`config.mk`:
```
export PLATFORM = sky130hd
export DESIGN_NAME = prio_irq_arb
export DESIGN_NICKNAME = d
export VERILOG_FILES = /design/src/rtl/prio_irq_pkg.sv /design/src/rtl/prio_irq_qualify.sv /design/src/rtl/prio_irq_pick.sv /design/src/rtl/prio_irq_seq.sv /design/src/rtl/prio_irq_arb.sv
export SDC_FILE = /design/constraint.sdc
export NUM_CORES = 1
export LEC_CHECK = 0
export BUFFER_PORTS_ARGS = -buffer_cell sky130_fd_sc_hd__buf_2
export CAP_MARGIN = 25
export CORE_MARGIN = 2
export CORE_UTILIZATION = 45
export DETAILED_ROUTE_END_ITERATION = 8
export GPL_TIMING_DRIVEN = 0
export PLACE_DENSITY = 0.85
export SETUP_SLACK_MARGIN = 0.5
export SLEW_MARGIN = 20
export SYNTH_ARGS = -nofsm -noshare
export SYNTH_HDL_FRONTEND = slang
export SYNTH_HIERARCHICAL = 1
export SYNTH_SLANG_ARGS = --single-unit
```
`constraint.sdc`:
```
create_clock -name clk -period 2.4 [get_ports clk]
set_clock_uncertainty 0.1 [all_clocks]
set_input_delay 0.48 -clock clk [delete_from_list [all_inputs] [get_ports clk]]
set_output_delay 0.48 -clock clk [all_outputs]
set_load 0.005 [all_outputs]
```
`src/rtl/prio_irq_pkg.sv`:
```
package prio_irq_pkg;
  typedef enum logic [1:0] {
    S_IDLE  = 2'd0,
    S_MASK  = 2'd1,
    S_FIND  = 2'd2,
    S_GRANT = 2'd3
  } arb_state_t;
endpackage

```
`src/rtl/prio_irq_qualify.sv`:
```
module prio_irq_qualify #(
  parameter int NUM_LVL = 8,
  localparam int LVL_W = $clog2(NUM_LVL)
) (
  input  logic [NUM_LVL-1:0] req_i,
  input  logic [LVL_W-1:0]   cpu_pri_i,
  output logic [NUM_LVL-1:0] elig_o
);
  // level 0 can never exceed any priority, so it is forced off
  assign elig_o[0] = 1'b0;
  for (genvar l = 1; l < NUM_LVL; l++) begin : g_lvl
    assign elig_o[l] = req_i[l] && (LVL_W'(l) > cpu_pri_i);
  end
endmodule

```
`src/rtl/prio_irq_pick.sv`:
```
module prio_irq_pick #(
  parameter int NUM_LVL = 8,
  localparam int LVL_W = $clog2(NUM_LVL)
) (
  input  logic [NUM_LVL-1:0] elig_i,
  output logic               any_o,
  output logic [LVL_W-1:0]   win_o
);
  always_comb begin
    win_o = '0;
    for (int i = 0; i < NUM_LVL; i++) begin
      if (elig_i[i]) win_o = LVL_W'(i);
    end
  end
  assign any_o = |elig_i;
endmodule

```
`src/rtl/prio_irq_seq.sv`:
```
module prio_irq_seq
  import prio_irq_pkg::*;
#(
  parameter int NUM_LVL = 8,
  localparam int LVL_W = $clog2(NUM_LVL)
) (
  input  logic             clk,
  input  logic             rst,
  input  logic             any_i,
  input  logic [LVL_W-1:0] win_i,
  input  logic             ien_i,
  input  logic             ack_i,
  output logic             irq_o,
  output logic             ien_we_o,
  output logic             ien_o,
  output logic             pri_we_o,
  output logic [LVL_W-1:0] pri_o,
  output logic             done_o,
  output logic [LVL_W-1:0] done_lvl_o
);
  arb_state_t       state;
  logic [LVL_W-1:0] lvl_q;

  always_ff @(posedge clk) begin
    if (rst) begin
      state      <= S_IDLE;
      irq_o      <= 1'b0;
      ien_we_o   <= 1'b0;
      ien_o      <= 1'b0;
      pri_we_o   <= 1'b0;
      pri_o      <= '0;
      done_o     <= 1'b0;
      done_lvl_o <= '0;
      lvl_q      <= '0;
    end else begin
      ien_we_o <= 1'b0;
      pri_we_o <= 1'b0;
      done_o   <= 1'b0;
      case (state)
        S_IDLE: begin
          if (ack_i && irq_o) begin
            state    <= S_MASK;
            irq_o    <= 1'b0;
            ien_we_o <= 1'b1;
            ien_o    <= 1'b0;
          end else begin
            irq_o <= any_i && ien_i;
          end
        end
        S_MASK: begin
          if (any_i) begin
            state <= S_FIND;
            lvl_q <= win_i;
          end else begin
            state    <= S_IDLE;
            ien_we_o <= 1'b1;
            ien_o    <= 1'b1;
          end
        end
        S_FIND: begin
          state      <= S_GRANT;
          pri_we_o   <= 1'b1;
          pri_o      <= lvl_q;
          ien_we_o   <= 1'b1;
          ien_o      <= 1'b1;
          done_o     <= 1'b1;
          done_lvl_o <= lvl_q;
        end
        default: state <= S_IDLE;
      endcase
    end
  end

  AST_QUIET_BUSY: assert property (@(posedge clk) disable iff (rst)
    (state != S_IDLE) |-> !irq_o);
  AST_ACK_IGNORED: assert property (@(posedge clk) disable iff (rst)
    (state == S_IDLE && ack_i && !irq_o) |=> (state == S_IDLE && !ien_we_o));
  AST_MASK_BEFORE_GRANT: assert property (@(posedge clk) disable iff (rst)
    done_o |-> ($past(ien_we_o, 2) && !$past(ien_o, 2)));
  AST_DONE_SINGLE: assert property (@(posedge clk) disable iff (rst)
    done_o |=> !done_o);
  AST_LVL_NONZERO: assert property (@(posedge clk) disable iff (rst)
    done_o |-> (done_lvl_o != '0));
endmodule

```
`src/rtl/prio_irq_arb.sv`:
```
module prio_irq_arb #(
  parameter int NUM_LVL = 8,
  localparam int LVL_W = $clog2(NUM_LVL)
) (
  input  logic               clk,
  input  logic               rst,
  input  logic [NUM_LVL-1:0] req_i,
  input  logic [LVL_W-1:0]   cpu_pri_i,
  input  logic               ien_i,
  input  logic               ack_i,
  output logic               irq_o,
  output logic               ien_we_o,
  output logic               ien_o,
  output logic               pri_we_o,
  output logic [LVL_W-1:0]   pri_o,
  output logic               done_o,
  output logic [LVL_W-1:0]   done_lvl_o
);
  logic [NUM_LVL-1:0] elig;
  logic               any;
  logic [LVL_W-1:0]   win;

  prio_irq_qualify #(.NUM_LVL(NUM_LVL)) qual_i (
    .req_i(req_i), .cpu_pri_i(cpu_pri_i), .elig_o(elig));

  prio_irq_pick #(.NUM_LVL(NUM_LVL)) pick_i (
    .elig_i(elig), .any_o(any), .win_o(win));

  prio_irq_seq #(.NUM_LVL(NUM_LVL)) seq_i (
    .clk(clk), .rst(rst), .any_i(any), .win_i(win), .ien_i(ien_i),
    .ack_i(ack_i), .irq_o(irq_o), .ien_we_o(ien_we_o), .ien_o(ien_o),
    .pri_we_o(pri_we_o), .pri_o(pri_o), .done_o(done_o),
    .done_lvl_o(done_lvl_o));

  AST_WIN_PENDING: assert property (@(posedge clk) disable iff (rst)
    any |-> elig[win]);
  AST_WIN_HIGHEST: assert property (@(posedge clk) disable iff (rst)
    any |-> ((elig >> win) == NUM_LVL'(1)));
  AST_WIN_ABOVE: assert property (@(posedge clk) disable iff (rst)
    any |-> (win > cpu_pri_i));
endmodule

```
---- Yosys cells after proc, flatten, opt, wreduce, memory -nomap -nowiden ----
Cells that the tools add are included.
operators by class
  muxes and demuxes ....................... 18
  reductions and logical operators ........ 14
  magnitude comparators ................... 7
  equality and inequality tests ........... 4
operators by type and width
  cell                  count
  $gt A3 B3 Y1 const A  4
  $mux W3               4
  $logic_and A1 B1 Y1   9
  $mux W2               4
  $mux W1               7
  $reduce_or A7 Y1      1
  $gt A2 B3 Y1 const A  2
  $pmux W1 S3           2
  $pmux W2 S3           1
  $gt A1 B3 Y1 const A  1
  $reduce_and A3 Y1     1
  $reduce_bool A3 Y1    1
  $eq A2 B1 Y1 const B  1
  $eq A2 B2 Y1 const B  1
  $logic_not A2 Y1      1
  $ne A2 B1 Y1 const B  1
  $ne A2 B2 Y1 const B  1
  $reduce_and A2 Y1     1
word-level totals
  input port bits ......................... 15
  logic and storage cells ................. 50
  register bits after elaboration ......... 12
  output and inout bits ................... 11

---- Depth between registers and ports, before layout ----
Gate-level depths: netlist (run 1).
  depth in word-level cells ............... 9
  depth in mapped cells ................... 7
  mapped depth without buffers ............ 7

---- Hierarchy ----
The synthesis (run 1) kept the hierarchy.
modules (own cells, without submodules)
  module            instances  cells an instance  seq. area each (µm²)  area an instance (µm²)
  prio_irq_seq      1          60                 240.2                 541.8
  prio_irq_qualify  1          12                 0.0                   82.6
  prio_irq_pick     1          12                 0.0                   66.3

---- Least setup slack after synthesis (run 1) ----
Ideal clock, no wire load.
  kind .................................... input port to flip-flop
  start point ............................. in req_i[6]
  end point ............................... reg seq_i.state[1]
  setup slack ............................. 0.529 ns
  path buffers ............................ 0
  setup time .............................. 0.071 ns
  arrival time ............................ 1.701 ns
  stages .................................. 6
  cells stage by stage .................... a21boi_0 nor2_1 nand4_1 nand2_1 or3_1 a21oi_1
between the ends
  word-level cells in the longest chain between the ends .. 4
ends and longest elaborated chain
  what                  RTL line                RTL
  start, declared       prio_irq_arb.sv:7       input logic [NUM_LVL-1:0] req_i,
  $logic_and A1 B1 Y1   prio_irq_qualify.sv:12  assign elig_o[l] = req_i[l] && (LVL_W'(l) > cpu_pri_i);
  $reduce_or A7 Y1      prio_irq_pick.sv:15     assign any_o = |elig_i;
  named net any         prio_irq_arb.sv:20      logic any;
  $mux W2               prio_irq_seq.sv:51      if (any_i) begin
  $pmux W2 S3           prio_irq_seq.sv:39      case (state)
  end signal, assigned  prio_irq_seq.sv:42      state <= S_MASK;
  end signal, assigned  prio_irq_seq.sv:52      state <= S_FIND;
  end signal, assigned  prio_irq_seq.sv:55      state <= S_IDLE;
  end, declared         prio_irq_seq.sv:21      arb_state_t state;
The timed path passes the listed nets, and every way through them passes these cells.
A chain may end at the register's enable or synchronous reset.

---- Worst setup path after layout (run 1) ----
  start point ............................. in cpu_pri_i[2]
  end point ............................... reg seq_i.ien_o
between the ends
  word-level cells in the longest chain between the ends .. 5
ends and longest elaborated chain
  what                                RTL line                RTL
  start, declared                     prio_irq_arb.sv:8       input logic [LVL_W-1:0] cpu_pri_i,
  $gt A3 B3 Y1                        prio_irq_qualify.sv:12
  $logic_and A1 B1 Y1                 prio_irq_qualify.sv:12
  named net elig[4]                   prio_irq_arb.sv:19      logic [NUM_LVL-1:0] elig;
  $reduce_or A7 Y1                    prio_irq_pick.sv:15
  named net any                       prio_irq_arb.sv:20
  $ne A2 B2 Y1 (no source line)       n/a
  $reduce_and A3 Y1 (no source line)  n/a
  end signal, assigned                prio_irq_seq.sv:29      ien_o <= 1'b0;
  end signal, assigned                prio_irq_seq.sv:45      ien_o <= 1'b0;
  end signal, assigned                prio_irq_seq.sv:57      ien_o <= 1'b1;
  end, declared                       prio_irq_seq.sv:15      output logic ien_o,
The timed path passes the listed nets, and every way through them passes these cells.

==> results of run 1 <==
==> routing by layer <==
layer	track usage [%]	wire, um
met5	0	0
met2	33.1	881
met3	2.55	102
met1	17.7	537
met4	20.0	89
==> layout make-up <==
cell class / instances / area (um^2) / share of cell area [%]
timing repair buffer: 27 / 148 / 16.0
tap: 16 / 20.0 / 2.17
clock buffer: 3 / 22.5 / 2.45
sequential: 12 / 240 / 26.1
inverter: 6 / 22.5 / 2.45
buffer: 7 / 46.3 / 5.03
multi-input combinational: 59 / 422 / 45.8
==> through the flow <==
step                std cells  total power [mW]  setup slack [ps]
floorplan                  84             0.410               529
global placement          124             0.462               223
detailed placement        124             0.470               152
CTS                       129             0.596               573
global route              130             0.661               513
finish                    130             0.613               568
==> cell usage after synthesis (all sizes together) <==
cell	count	area share [%]
dfxtp	12	35
a21oi	9	7.1
nor2	8	4.3
nand2	7	3.8
buf	6	6.2
inv	6	3.3
ha	4	7.2
mux2i	3	4.3
nand3	3	2.2
o21ai	3	2.2
a21boi	2	2.2
and2b	2	2.5
nand4	2	1.8
o31ai	2	2.9
or3	2	1.8
a211oi	1	1.1
a21o	1	1.1
a311oi	1	1.3
a31oi	1	0.91
and2	1	0.91
clkbuf	1	0.54
conb	1	0.54
nand2b	1	0.91
nor2b	1	0.91
nor3	1	0.72
nor3b	1	1.1
nor4b	1	2.2
or3b	1	1.3
==> worst max-delay path, delay by kind of cell <==
kind	cells	cell delay, ps
AND/OR/NAND/NOR	4	950
buffers and inverters	1	170
AO/OA/AOI/OAI	2	350
==> path summary, 6_finish.rpt <==
path / to / depth (start not counted) / slack, ps / from
setup / recovery: seq_i/ien_o / 7 / 570 / cpu_pri_i[2]
hold / removal: seq_i/done_o / 2 / 290 / rst
setup reg to reg: seq_i/ien_o / 5 / 750 / seq_i/state[1]
hold reg to reg: seq_i/lvl_q[0] / 2 / 360 / seq_i/lvl_q[0]
==> what timing repair did <==
action,in CTS,in global routing
setup buffers,2,1
endpoints found under the setup margin,2,2
gates resized for setup,1,11
pin swaps,1,1
==> state kept, by name, indices dropped and copies added, names as in the netlist <==
name / count
seq_i/done_o: 1
seq_i/state: 2
seq_i/irq_o: 1
seq_i/done_lvl_o: 3
seq_i/ien_o: 1
seq_i/lvl_q: 3
seq_i/ien_we_o: 1
==> power groups by stage <==
| stage | Clock, mW | Combinational [mW] | Sequential, mW |
|---|---|---|---|
| floorplan | 0 | 0.151 | 0.259 |
| global placement | 0 | 0.203 | 0.259 |
| detailed placement | 0 | 0.207 | 0.263 |
| CTS | 0.124 | 0.214 | 0.258 |
| global route | 0.132 | 0.264 | 0.264 |
| finish | 0.119 | 0.236 | 0.259 |
==> cell families after synthesis <==
kind of cell / synth area share [%]
muxes: 4.35
adders and majority gates: 7.25
AOI/OAI and AO/OA: 18.7
other: 0.543
DFF: 34.8
buffers and inverters: 9.96
and+or+nand+nor: 24.5
==> results.yml, run 1 <==
place:
  gp_congestion: 0.717
  dpl.hpwl_mm: 1.09
  place_area_um2: 831
  numPortBuffers: 24
global_route:
  grt_pass1_wl_mm: 2.52
  grt_usage_pct: 19.0
  antenna_found_initial: 0
  grt_pass1_vias: 632
  globalRouteOverflowTotal: 0
  grt_max_degree: 11
power:
  p_sw_uw: 214
  switching_share_pct: 34.9
  internal_power_uw: 399
  peakVddDrop_mv: 0.397
  power_density_mw_per_mm2: 666
  pwr-share-seq_pct: 42.2
  p_comb_share_pct: 38.4
  power_leakage_nw: 0.436
  clkPwrFrac_pct: 19.4
critical_path:
  crit_fanout: 7
  arrival_ps: 1930
  cp.required_ps: 2500
  crit_slowest_cell: "or3b_1"
  crit_chain: "clkbuf_4, and2b_2, nor2_1, nand4_1, a21o_1, or3b_1, a21oi_2"
  cp-end-kind: "register"
  critPathMaxStageDelay_ps: 380
  cp-start-kind: "primary input"
  worst-setup-path-type: "in2reg"
route:
  avgViaCountPerCell: 5.24
  via_count: 681
  route.detailed.drc: 0
  drt-total-wl_mm: 1.61
  wl_per_cell_um: 12.4
  drt-initial-drc-count: 6
  first_pass_iters: 4
  ant_nets: 0
layout:
  diodes: 0
  fillCellCount: 141
  syn_to_final_growth_pct: 33.3
  final_area_um2: 921
  final_nets: 135
  final_cell_mix: "buf_2 (23), dfxtp_1 (12), nor2_1 (8), buf_4 (8)"
  final_common_cell: "buf_2"
  layout-drive-gt1-share_pct: 43.9
  final_core_util_pct: 62.6
die:
  dieArea_mm2: 0.00186
  die_x_um: 43.2
  num_io_pins: 26
  die_y_um: 43.2
  initial_core_util_pct: 46.9
  rows: 14
  core_area_mm2: 0.00147
clock_network:
  clock_path_buffers: 2
  clk_latency_ps: 270
  clkTransAtPathRegs_ps: 70
  cts_tree: "built"
  h-tree-depth: 1
  cts-root-buf: "clkbuf_4"
  cts_buffers: 3
  hold_buffers: 0
  clock-sinks: 12
logic_synthesis:
  netlist_instances: 84
  syn-mean-instance-area_um2: 8.22
  ys_ff_latch: 12
  synth.net_count: 103
  ys_seq_area_share_pct: 34.8
  synthDistinctLibCells: 34
  synth_area_um2: 691
  synth-warning-count: 6
sta:
  clock.fmax_mhz: 546
  fin_tns_setup_ps: 0
  finalHoldViolCount: 0
  finalCritPeriodShare_pct: 76.3
  setup_viol: 0
  holdWs_ps: 292
  slew_violations: 0
  fin_crit_ps: 1830
  rsz0062_at_grt: "false"
flow_run:
  maxCapViolations: 0
hold_path:
  hold_class: "in2reg"
outcome:
  outcome: "complete, no violations"
Power figures use the tool's default switching activity.
==> run 2: changes to the inputs <==
==> constraint.sdc (replaced) <==
create_clock -name clk -period 1.9 [get_ports clk]
set_clock_uncertainty 0.1 [all_clocks]
set_input_delay 0.38 -clock clk [delete_from_list [all_inputs] [get_ports clk]]
set_output_delay 0.38 -clock clk [all_outputs]
set_load 0.005 [all_outputs]
==> run 2 against run 1 <==
Net effect: critical path depth is 1 higher; final cell count up 4.6%; setup slack got worse by 310 ps; combinational power grew 69%; clock power rose by 69%.
==> results.yml, run 2 (synthesis results as in run 1) <==
outcome:
  outcome: "complete, no violations"
place:
  pre_cts_ws_ps: -265
  dp.cells: 124
  numPortBuffers: 24
  place_area_um2: 868
  gp_congestion: 0.729
  dpl.hpwl_mm: 1.19
clock_network:
  hold_buffers: 0
  clk_latency_ps: 270
  clock-sinks: 12
  clkTransAtPathRegs_ps: 80
  cts_tree: "built"
  cts_buffers: 3
  cts-root-buf: "clkbuf_4"
  clock_path_buffers: 2
  h-tree-depth: 1
sta:
  finalCritPeriodShare_pct: 86.2
  clock.fmax_mhz: 611
  fin_crit_ps: 1640
  setup_viol: 0
  holdWs_ps: 184
  worst_slack_ps: 263
  rsz0062_at_grt: "true"
  fin_tns_setup_ps: 0
  slew_violations: 0
  finalHoldViolCount: 0
route:
  wl_per_cell_um: 13.9
  route.detailed.drc: 0
  via_count: 726
  avgViaCountPerCell: 5.34
  drt-total-wl_mm: 1.89
  first_pass_iters: 4
  drt-initial-drc-count: 7
  ant_nets: 0
layout:
  final_area_mm2: 0.00107
  final_cell_mix: "buf_2 (21), buf_4 (12), dfxtp_1 (9)"
  diodes: 0
  final_common_cell: "buf_2"
  fillCellCount: 105
  layout-drive-gt1-share_pct: 56.7
  fin_cells: 136
  final_core_util_pct: 73.0
  final_nets: 140
  reg.largest.list: "seq_i/done_lvl_o (3), seq_i/lvl_q (3), seq_i/state (2)"
  syn_to_final_growth_pct: 55.6
power:
  power_density_mw_per_mm2: 868
  finalPower_uw: 933
  power_leakage_nw: 0.501
  peakVddDrop_mv: 0.666
critical_path:
  worst-setup-path-type: "in2reg"
  crit_chain: "buf_6, a31oi_2, nor2_2, nand4_1, buf_4, and2b_2, a311oi_2, nor3_1"
  crit_fanout: 4
  critPathMaxStageDelay_ps: 290
  arrival_ps: 1690
  cp.required_ps: 1960
  cp-start-kind: "primary input"
  cp-end-kind: "register"
  crit_slowest_cell: "a31oi_2"
global_route:
  globalRouteOverflowTotal: 0
  grt_usage_pct: 22.7
  antenna_found_initial: 0
  grt_max_degree: 11
  grt_pass1_vias: 713
  grt_pass1_wl_mm: 3.07
die:
  rows: 14
  core_area_mm2: 0.00147
  initial_core_util_pct: 46.9
  die_x_um: 43.2
  die_y_um: 43.2
  dieArea_mm2: 0.00186
  num_io_pins: 26
hold_path:
  hold_class: "in2reg"
flow_run:
  maxCapViolations: 0
[run 2: cell count changes in the layout (fill, tap and decap cells not counted), sizes merged]
cell,previous run,this run
clkbuf,6,5
buf,31,38
[run 2: area by class of cell]
cell class | instances | area [um^2] | area share (%)
multi-input combinational | 59 | 479 | 44.6
buffer | 7 | 52.6 | 4.89
tap | 16 | 20.0 | 1.86
clock buffer | 4 | 36.3 | 3.38
inverter | 6 | 22.5 | 2.10
timing repair buffer | 32 | 220 | 20.5
sequential | 12 | 244 | 22.7
[run 2: repair_timing]
action / 4_1_cts / 5_1_grt
resized for setup: 20 / 9
pin swaps: 5 / 8
gates cloned: 0 / 0
setup buffers: 7 / 1
setup endpoints to repair: 7 / 10
[run 2: final timing paths]
path             startpoint        endpoint  slack, ps  cells after the start
min                     rst    seq_i/done_o        180                      2
min reg2reg  seq_i/lvl_q[1]  seq_i/lvl_q[1]        370                      2
max reg2reg  seq_i/state[1]     seq_i/ien_o        340                      5
max            cpu_pri_i[0]  seq_i/ien_we_o        260                      8
[run 2: worst max-delay path: cells and delay by family]
family	cells	cell delay, ps
AOI/OAI and AO/OA	2	540
and+or+nand+nor	4	510
buffers and inverters	2	260
[run 2: routing by layer]
| layer | vias up | track usage (%) | wire length (um) |
|---|---|---|---|
| met5 | - | 0 | 0 |
| met4 | 0 | 8.48 | 44 |
| met3 | 6 | 6.81 | 89 |
| met2 | 21 | 41.2 | 1040 |
| met1 | 344 | 24.1 | 715 |
| li1 | 355 | - | - |
[run 2: report_power, final]
part | switching (mW) | total [mW] | internal [mW] | leakage, nW
clock network | 0.0845 | 0.201 | 0.116 | 0.0210
logic | 0.195 | 0.398 | 0.202 | 0.381
registers | 0.0354 | 0.334 | 0.299 | 0.0987
==> run 3: changes to the inputs <==
--- a/config.mk
+++ b/config.mk
@@ -11,7 +11,7 @@
 export CORE_UTILIZATION = 45
 export DETAILED_ROUTE_END_ITERATION = 8
 export GPL_TIMING_DRIVEN = 0
-export PLACE_DENSITY = 0.85
+export PLACE_DENSITY = 0.74
 export SETUP_SLACK_MARGIN = 0.5
 export SLEW_MARGIN = 20
 export SYNTH_ARGS = -nofsm -noshare
==> run 3 against run 2 <==
Net effect: flip-flop and latch count unchanged; critical path depth unchanged; register-to-register slack worse by 20 ps; maximum frequency down 2.6%; sequential power about the same; sequential share of layout area down 1.6 points; clock-buffer cell count unchanged; final cell count up 5.1%; first-iteration DRC count rose to 3.0 times the previous value; largest cell class unchanged.
==> results.yml, run 3 (synthesis results as in run 1) <==
route:
  dr_wl_met3_um: 96
  wl_per_cell_um: 14.4
  highest_layer: "met4"
  ant_nets: 0
  avgViaCountPerCell: 5.46
  route.detailed.drc: 0
  wl_met1_um: 768
  drt-total-wl_mm: 2.07
  via_count: 781
  met2_wirelength_mm: 1.09
  drt-initial-drc-count: 21
  first_pass_iters: 4
die:
  dieArea_mm2: 0.00186
  initial_core_util_pct: 46.9
  rows: 14
  core_area_mm2: 0.00147
  die_x_um: 43.2
  num_io_pins: 26
  die_y_um: 43.2
place:
  gp_congestion: 0.710
  numPortBuffers: 24
  dp.cells: 124
  dpl.hpwl_mm: 1.09
  pre_cts_ws_ps: -217
power:
  power_leakage_nw: 0.543
  finalPower_uw: 970
  power_density_mw_per_mm2: 833
  peakVddDrop_mv: 0.674
layout:
  syn_to_final_growth_pct: 68.7
  diodes: 0
  layout-drive-gt1-share_pct: 59.1
  final_common_cell: "buf_2"
  reg.largest.list: "seq_i/done_lvl_o (3), seq_i/lvl_q (3), seq_i/state (2)"
  final_nets: 147
  final_cell_mix: "buf_2 (21), buf_4 (16), dfxtp_1 (10)"
  fin_cells: 143
  final_core_util_pct: 79.2
sta:
  finalCritPeriodShare_pct: 88.5
  setup_viol: 0
  fin_crit_ps: 1680
  clock.fmax_mhz: 595
  worst_slack_ps: 219
  rsz0062_at_grt: "true"
  slew_violations: 0
  finalHoldViolCount: 0
clock_network:
  cts_tree: "built"
  clock_path_buffers: 2
  cts_buffers: 3
  clock-sinks: 12
  clk_latency_ps: 270
  h-tree-depth: 1
  cts-root-buf: "clkbuf_4"
  clkTransAtPathRegs_ps: 80
  hold_buffers: 0
critical_path:
  worst-setup-path-type: "in2reg"
  cp-start-kind: "primary input"
  cp.required_ps: 1960
  rrSetupSlack_ps: 320
  arrival_ps: 1740
  crit_fanout: 6
  cp-end-kind: "register"
global_route:
  globalRouteOverflowTotal: 0
  antenna_found_initial: 0
  grt_pass1_vias: 681
  grt_pass1_wl_mm: 3.17
  grt_usage_pct: 23.2
  grt_max_degree: 11
hold_path:
  hold_class: "in2reg"
flow_run:
  maxCapViolations: 0
outcome:
  outcome: "complete, no violations"
## run 3: metrics by stage
step	TNS, ps	cell area, um^2	hold WS, ps
after CTS	0	1100	184
final	0	1160	192
after detailed placement	-356	868	355
after global placement	-275	868	349
after global routing	0	1160	182
after floorplan	0	728	336
## run 3: path summary, 6_finish.rpt
path                                     start        endpoint  depth (start not counted)
worst min-delay path                       rst    seq_i/done_o                          2
worst max register to register  seq_i/state[1]     seq_i/ien_o                          5
worst max-delay path              cpu_pri_i[1]  seq_i/ien_we_o                          8
worst min register to register  seq_i/lvl_q[1]  seq_i/lvl_q[1]                          2
## run 3: area by class of cell
| cell class | count | area [um^2] |
|---|---|---|
| flip-flops and latches | 12 | 245 |
| fillers | 94 | 307 |
| clock buffers | 4 | 36.3 |
| multi-input cells | 59 | 504 |
| well taps | 16 | 20.0 |
| inverters | 6 | 22.5 |
| plain buffers | 7 | 52.6 |
| repair buffers | 39 | 284 |
## run 3: where the power goes
part / switching, mW / total, mW / leakage [nW] / internal [mW]
combinational: 0.204 / 0.428 / 0.424 / 0.224
clock: 0.0924 / 0.209 / 0.0210 / 0.116
sequential: 0.0351 / 0.333 / 0.0987 / 0.298
total: 0.332 / 0.970 / 0.543 / 0.638
## run 3: repair_timing
item                       CTS  global route
gates cloned                 0             0
resized for setup           25            11
setup endpoints to repair    8             8
pin swaps                   10             5
buffers inserted            13             2
## run 3: worst max-delay path, cell delays in order
cell and delay (ps):
buf_12 120, nor4b_4 290, nor2_1 90, nand4_1 180
buf_4 170, and2b_2 210, a311oi_1 230, nor3_1 70
## run 3: routing by layer
layer  vias to the layer above  track usage, %
met5                         -               0
met4                         0            12.1
met3                        14            2.55
met2                        36            41.5
met1                       361            26.4
li1                        370               -
